[src/rtl/intr_prio_pkg.sv]
package intr_prio_pkg;

    localparam int unsigned VEC_COUNT = 256;
    localparam int unsigned VEC_W     = $clog2(VEC_COUNT);
    localparam int unsigned CLASS_LSB = 4;
    localparam int unsigned CLASS_W   = VEC_W - CLASS_LSB;
    localparam int unsigned SVR_W     = VEC_W + 1;
    localparam int unsigned SVR_EN    = SVR_W - 1;

    typedef logic [VEC_COUNT-1:0] vecset_t;
    typedef logic [VEC_W-1:0]     vec_t;

    typedef struct packed {
        vecset_t           irr;
        vecset_t           isr;
        vecset_t           tmr;
        vec_t              tpr;
        logic [SVR_W-1:0]  svr;
        logic              ack_v;
        vec_t              ack_vec;
        logic              bc_v;
        vec_t              bc_vec;
    } ipa_state_t;

endpackage

[src/rtl/msb_locate.sv]
module msb_locate #(
    parameter int unsigned WIDTH = 256,
    parameter int unsigned IDX_W = $clog2(WIDTH)
) (
    input  logic [WIDTH-1:0] bits_in,
    output logic             found,
    output logic [IDX_W-1:0] top_idx
);
    always_comb begin
        top_idx = '0;
        for (int i = 0; i < WIDTH; i++) begin
            if (bits_in[i]) begin
                top_idx = IDX_W'(i);
            end
        end
    end

    assign found = |bits_in;
endmodule

[src/rtl/ppr_calc.sv]
module ppr_calc #(
    parameter int unsigned VW  = 8,
    parameter int unsigned CLS = 4
) (
    input  logic [VW-1:0] tpr,
    input  logic          isr_any,
    input  logic [VW-1:0] isr_top,
    output logic [VW-1:0] ppr
);
    localparam int unsigned CW = VW - CLS;

    logic [CW-1:0] tpr_cls;
    logic [CW-1:0] isr_cls;

    always_comb begin
        tpr_cls = tpr[VW-1:CLS];
        isr_cls = isr_any ? isr_top[VW-1:CLS] : '0;
        if (tpr_cls >= isr_cls) begin
            ppr = tpr;
        end else begin
            ppr = {isr_cls, {CLS{1'b0}}};
        end
    end
endmodule

[src/rtl/pend_eval.sv]
module pend_eval #(
    parameter int unsigned VW  = 8,
    parameter int unsigned CLS = 4
) (
    input  logic          enabled,
    input  logic          irr_any,
    input  logic [VW-1:0] irr_top,
    input  logic [VW-1:0] ppr,
    output logic          deliver,
    output logic          blocked
);
    logic candidate;
    logic held;

    always_comb begin
        candidate = enabled && irr_any;
        held      = (ppr != '0) && (irr_top[VW-1:CLS] <= ppr[VW-1:CLS]);
        blocked   = candidate && held;
        deliver   = candidate && !held;
    end
endmodule

[src/rtl/intr_prio_ack.sv]
module intr_prio_ack
    import intr_prio_pkg::*;
#(
    parameter int unsigned DATA_W    = 32,
    parameter logic [8:0]  SVR_RESET = 9'h0FF
) (
    input  logic              clk,
    input  logic              rst_n,
    input  logic              req_valid,
    input  logic [VEC_W-1:0]  req_vector,
    input  logic              req_level,
    input  logic              ack_strobe,
    output logic              ack_resp_valid,
    output logic [VEC_W-1:0]  ack_resp_vec,
    input  logic              eoi_strobe,
    input  logic              eoi_suppress,
    output logic              eoi_bcast,
    output logic [VEC_W-1:0]  eoi_bcast_vec,
    input  logic              wr_tpr,
    input  logic              wr_svr,
    input  logic [DATA_W-1:0] wr_data,
    output logic              irq_pending,
    output logic [VEC_W-1:0]  ppr_value,
    output logic [SVR_W-1:0]  svr_value
);
    ipa_state_t state_q, state_d;

    logic       irr_any, isr_any;
    vec_t       irr_top, isr_top;
    vec_t       ppr;
    logic       deliver, blocked;
    vecset_t    irr_clr, isr_clr, isr_set;

    msb_locate #(.WIDTH(VEC_COUNT), .IDX_W(VEC_W)) u_irr_top (
        .bits_in (state_q.irr),
        .found   (irr_any),
        .top_idx (irr_top)
    );

    msb_locate #(.WIDTH(VEC_COUNT), .IDX_W(VEC_W)) u_isr_top (
        .bits_in (state_q.isr),
        .found   (isr_any),
        .top_idx (isr_top)
    );

    ppr_calc #(.VW(VEC_W), .CLS(CLASS_LSB)) u_ppr (
        .tpr     (state_q.tpr),
        .isr_any (isr_any),
        .isr_top (isr_top),
        .ppr     (ppr)
    );

    pend_eval #(.VW(VEC_W), .CLS(CLASS_LSB)) u_pend (
        .enabled (state_q.svr[SVR_EN]),
        .irr_any (irr_any),
        .irr_top (irr_top),
        .ppr     (ppr),
        .deliver (deliver),
        .blocked (blocked)
    );

    // Next-state: acknowledge and retire read the registered state; the
    // request port is merged after the acknowledge clear; set beats clear.
    always_comb begin
        state_d         = state_q;
        state_d.ack_v   = 1'b0;
        state_d.ack_vec = '0;
        state_d.bc_v    = 1'b0;
        state_d.bc_vec  = '0;
        irr_clr         = '0;
        isr_clr         = '0;
        isr_set         = '0;

        if (ack_strobe) begin
            if (deliver) begin
                irr_clr[irr_top] = 1'b1;
                isr_set[irr_top] = 1'b1;
                state_d.ack_v    = 1'b1;
                state_d.ack_vec  = irr_top;
            end else if (blocked) begin
                state_d.ack_v    = 1'b1;
                state_d.ack_vec  = state_q.svr[VEC_W-1:0];
            end
        end

        if (eoi_strobe && isr_any) begin
            isr_clr[isr_top] = 1'b1;
            if (state_q.tmr[isr_top] && !eoi_suppress) begin
                state_d.bc_v   = 1'b1;
                state_d.bc_vec = isr_top;
            end
        end

        state_d.irr = state_q.irr & ~irr_clr;
        if (req_valid) begin
            state_d.irr[req_vector] = 1'b1;
            state_d.tmr[req_vector] = req_level;
        end

        state_d.isr = (state_q.isr & ~isr_clr) | isr_set;

        if (wr_tpr) begin
            state_d.tpr = wr_data[VEC_W-1:0];
        end
        if (wr_svr) begin
            state_d.svr = wr_data[SVR_W-1:0];
        end
    end

    always_ff @(posedge clk) begin
        if (!rst_n) begin
            state_q         <= '0;
            state_q.svr     <= SVR_RESET;
        end else begin
            state_q         <= state_d;
        end
    end

    assign ack_resp_valid = state_q.ack_v;
    assign ack_resp_vec   = state_q.ack_vec;
    assign eoi_bcast      = state_q.bc_v;
    assign eoi_bcast_vec  = state_q.bc_vec;
    assign irq_pending    = deliver;
    assign ppr_value      = ppr;
    assign svr_value      = state_q.svr;
endmodule

[config.mk]
export PLATFORM = sky130hd
export DESIGN_NAME = intr_prio_ack
export DESIGN_NICKNAME = d
export VERILOG_FILES = /design/src/rtl/intr_prio_pkg.sv /design/src/rtl/msb_locate.sv /design/src/rtl/ppr_calc.sv /design/src/rtl/pend_eval.sv /design/src/rtl/intr_prio_ack.sv
export SDC_FILE = /design/constraint.sdc
export NUM_CORES = 2
export LEC_CHECK = 0
export BUFFER_PORTS_ARGS = -buffer_cell sky130_fd_sc_hd__buf_2
export CORE_MARGIN = 2
export CORE_UTILIZATION = 35
export CTS_CLUSTER_DIAMETER = 30
export DETAILED_ROUTE_END_ITERATION = 8
export GPL_ROUTABILITY_DRIVEN = 0
export HOLD_SLACK_MARGIN = 0.12
export PLACE_DENSITY = 0.62
export SLEW_MARGIN = 10
export SYNTH_ARGS = -nofsm -noshare
export SYNTH_HDL_FRONTEND = slang
export SYNTH_SLANG_ARGS = --single-unit
[constraint.sdc]
create_clock -name clk -period 6.7 [get_ports clk]
set_input_delay 0.335 -clock clk [delete_from_list [all_inputs] [get_ports clk]]
set_output_delay 0.335 -clock clk [all_outputs]
set_load 0.02 [all_outputs]
==> results.tsv <==
stage	metric	value	unit
cts	Max Buffers Root-to-Sink	3	
floorplan	core box area	0.1165	sq mm
sta	total negative setup slack	0	ns
synth	leading cell type by number of instances after synthesis	dfxtp_1	
cts	CTS clock-pin slew for the worst setup and hold paths	0.05	ns
global_routing	Overflow after GRT	0	
pwr	Pwr Total	15.81	mW
global_routing	GRT Util Overall	28.07	%
sta	Fmax achieved	0.1562	GHz
synth	Post-Syn Instances	5335	
synth	post-synthesis register bit count	803	
synth	Synth area leader	dfxtp_1	
drt	DRT Wirelength	176.2	mm
synth	syn_area_per_cell	7.733	sq um
drt	Initial DRC Count	5857	
drt	drc violations	0	
sta	RSZ-0062 raised after global routing	false	
synth	post-synthesis net count	5392	
pwr	power density over the cells	311.2	mW/mm^2
synth	Area contributors post-synth	dfxtp_1 (39%), o21ai_0 (9.6%), a21boi_0 (8.8%)	
floorplan	Rows	125	
cts	CTS Buf Count	188	
setup_path	Crit. End Element	output pin	
setup_path	data required time at the worst endpoint	6.36	ns
setup_path	Crit Path Category	register to output pin	
setup_path	Worst Setup EP	irq_pending	
setup_path	Worst setup startpoint	state_q[331]	
pwr	Peak VDD IR	244.8	uV
global_routing	first-pass GRT wire length	256.8	mm
drt	vias	43259	
placement	Cell Area, Placed	0.04357	sq mm
job	maxcap violations	0	
drt	vias per inst	6.090	
drt	antenna-violating nets left	0	
sta	Slew @ Worst Pin	1.308	ns
layout	Area Overhead vs Synth	23.12	%
min_path	Hold Path Class	input pin to register	
floorplan	Starting Density	35.41	%
layout	Final #Nets	5472	
setup_path	critical path fanouts, max	15	
cts	Skew-Pair Late Insertion Delay	0.79	ns
setup_path	flop-to-flop setup slack	0.39	ns
synth	number of synthesized flops with an enable pin	0	
setup_path	CP startpoint kind	register	
cts	clk root buf	clkbuf_16	
layout	Final Non-Filler Cells	7103	
drt	Avg WL per Cell	24.80	um
placement	Cells after DPL	6720	
run_status	status	complete, no violations	
layout	fraction of layout instances using a drive strength above 1	12.03	%
sta	fin crit share	95.54	%
floorplan	die width	347.3	um
cts	clock sink total	803	
global_routing	initial antenna violation count	10	
global_routing	largest net degree at the start of global routing	272	
synth	most common library cells after synthesis	dfxtp_1 (803), o21ai_0 (791), nand2_1 (717), a21boi_0 (485), clkbuf_1 (306)	
synth	Post-synth ARST share	0	%
setup_path	r2r endpoint	state_q[774]	
setup_path	Reg2Reg Depth	26	
synth	top cell type's share of synthesized area	38.97	%
sta	Post-Route Skew	0.04281	ns
cts	CTS tree	yes	
layout	final non-filler cell area	0.05080	sq mm
synth	Synth Flop Type	dfxtp_1	
sta	Hold Fails Final Rpt	0	
sta	max_slew headroom	12.67	%
sta	Slew Viols, Final	0	
sta	# setup viols final	0	
placement	post-DP HPWL	115.1	mm
synth	Synth cell types	89	
synth	synthesized cell area	0.04126	sq mm
global_routing	number of global-route vias before repair	39782	
pwr	P_leak	18.13	nW
layout	Final Core Density	43.60	%
cts	CTS H-tree depth	4	
placement	IO buf count	61	
drt	1st-pass router iterations	6	
sta	min Tclk post-route	6.401	ns
floorplan	IO Pins	85	
floorplan	Die ar.	0.1206	sq mm
floorplan	Die Y	347.3	um
setup_path	reg2reg start	state_q[331]	
synth	Synth Warn #	0	
synth	sequential area share after synthesis	38.97	%
setup_path	crit path DAT	6.07	ns
==> routing by layer <==
layer  vias to the layer above  wire (um)  track usage (%)
met4                        12      11180            16.77
met5                         -        155                0
met3                       647      20460            7.342
met2                      2622      74620            42.13
li1                      19451          -                -
met1                     20527      69760            36.09
==> where the power goes <==
part           total, mW  internal [mW]  switching, mW
clock               9.80           6.68           3.13
sequential          4.82           4.80         0.0145
combinational       1.18          0.279          0.905
total               15.8           11.8           4.05
==> kinds of logic after synthesis <==
family                     share of synthesized area [%]
buffers and inverters                              4.934
DFF                                                38.97
adders and majority gates                         0.2426
muxes                                              3.333
AOI/OAI and AO/OA                                  27.85
and+or+nand+nor                                    24.68
==> stage by stage <==
step                      setup WS [ns]  hold WS (ns)
after floorplan                   1.011        0.4388
after global placement           0.3945        0.4507
after detailed placement         0.3675        0.4572
after CTS                      0.005216        0.1287
after global routing            0.01853        0.1757
final                            0.2989        0.1896
==> cell type report <==
type	count	area (sq um)
timing repair buffer	272	2107
multi-input combinational	4042	23430
antenna	3	7.507
sequential	803	16080
fill	11394	65720
clock inverter	102	1496
inverter	108	405.4
tap	1524	1907
clock buffer	249	5369
==> placed cells by master, fill, tap and decap left out, types with 125 or more instances in the layout <==
| cell type | count |
|---|---|
| nand2_1 | 715 |
| o21ai_0 | 791 |
| a21oi_1 | 152 |
| nand3_1 | 302 |
| buf_4 | 172 |
| dfxtp_1 | 803 |
| clkbuf_16 | 192 |
| and2_1 | 222 |
| mux2i_1 | 134 |
| nor2_1 | 277 |
| nor3_1 | 125 |
| a21boi_0 | 485 |
| nor4_1 | 152 |
==> what timing repair did <==
| action | in CTS | in global routing |
|---|---|---|
| gates resized for setup | 1 | 12 |
| pin swaps | 0 | 5 |
| hold buffers | 28 | 0 |
| endpoints found under the setup margin | 1 | 70 |
| buffers inserted | 0 | 1 |
| endpoints found under the hold margin | 21 | 0 |
| cloned | 0 | 0 |
==> worst max-delay path: stages (launching register included) <==
cell	delay [ns]
dfxtp_1	0.33
or4_4	0.59
nor2_2	0.16
a41oi_2	0.14
o31ai_2	0.32
a21oi_1	0.16
o41ai_2	0.39
a21boi_2	0.12
o21ai_2	0.17
ha_1	0.25
nand2b_1	0.14
a21o_1	0.18
a21o_1	0.18
a21oi_2	0.19
buf_4	0.18
a21o_1	0.15
ha_1	0.26
nor2b_1	0.14
o21ai_0	0.17
nand2b_1	0.08
a21oi_1	0.18
a41oi_2	0.08
or2_4	0.28
buf_6	0.18
and2_1	0.16
buf_2	0.16
==> how the worst min path moves through the flow <==
stage	from	endpoint	slack, ns	cells after the start
global route	eoi_suppress	eoi_bcast_vec[7]	0.18	4
finish	req_vector[0]	state_q[225]	0.19	4
global placement	state_q[62]	state_q[62]	0.45	2
detailed placement	state_q[62]	state_q[62]	0.46	2
floorplan	state_q[190]	state_q[190]	0.44	2
CTS	eoi_suppress	eoi_bcast_vec[7]	0.13	4
==> registers in the layout, summed over array words and instances (netlist names) <==
name            count
eoi_bcast_vec       8
ack_resp_vec        8
ack_resp_valid      1
state_q           776
svr_value           9
eoi_bcast           1
Power figures use the tool's default switching activity.
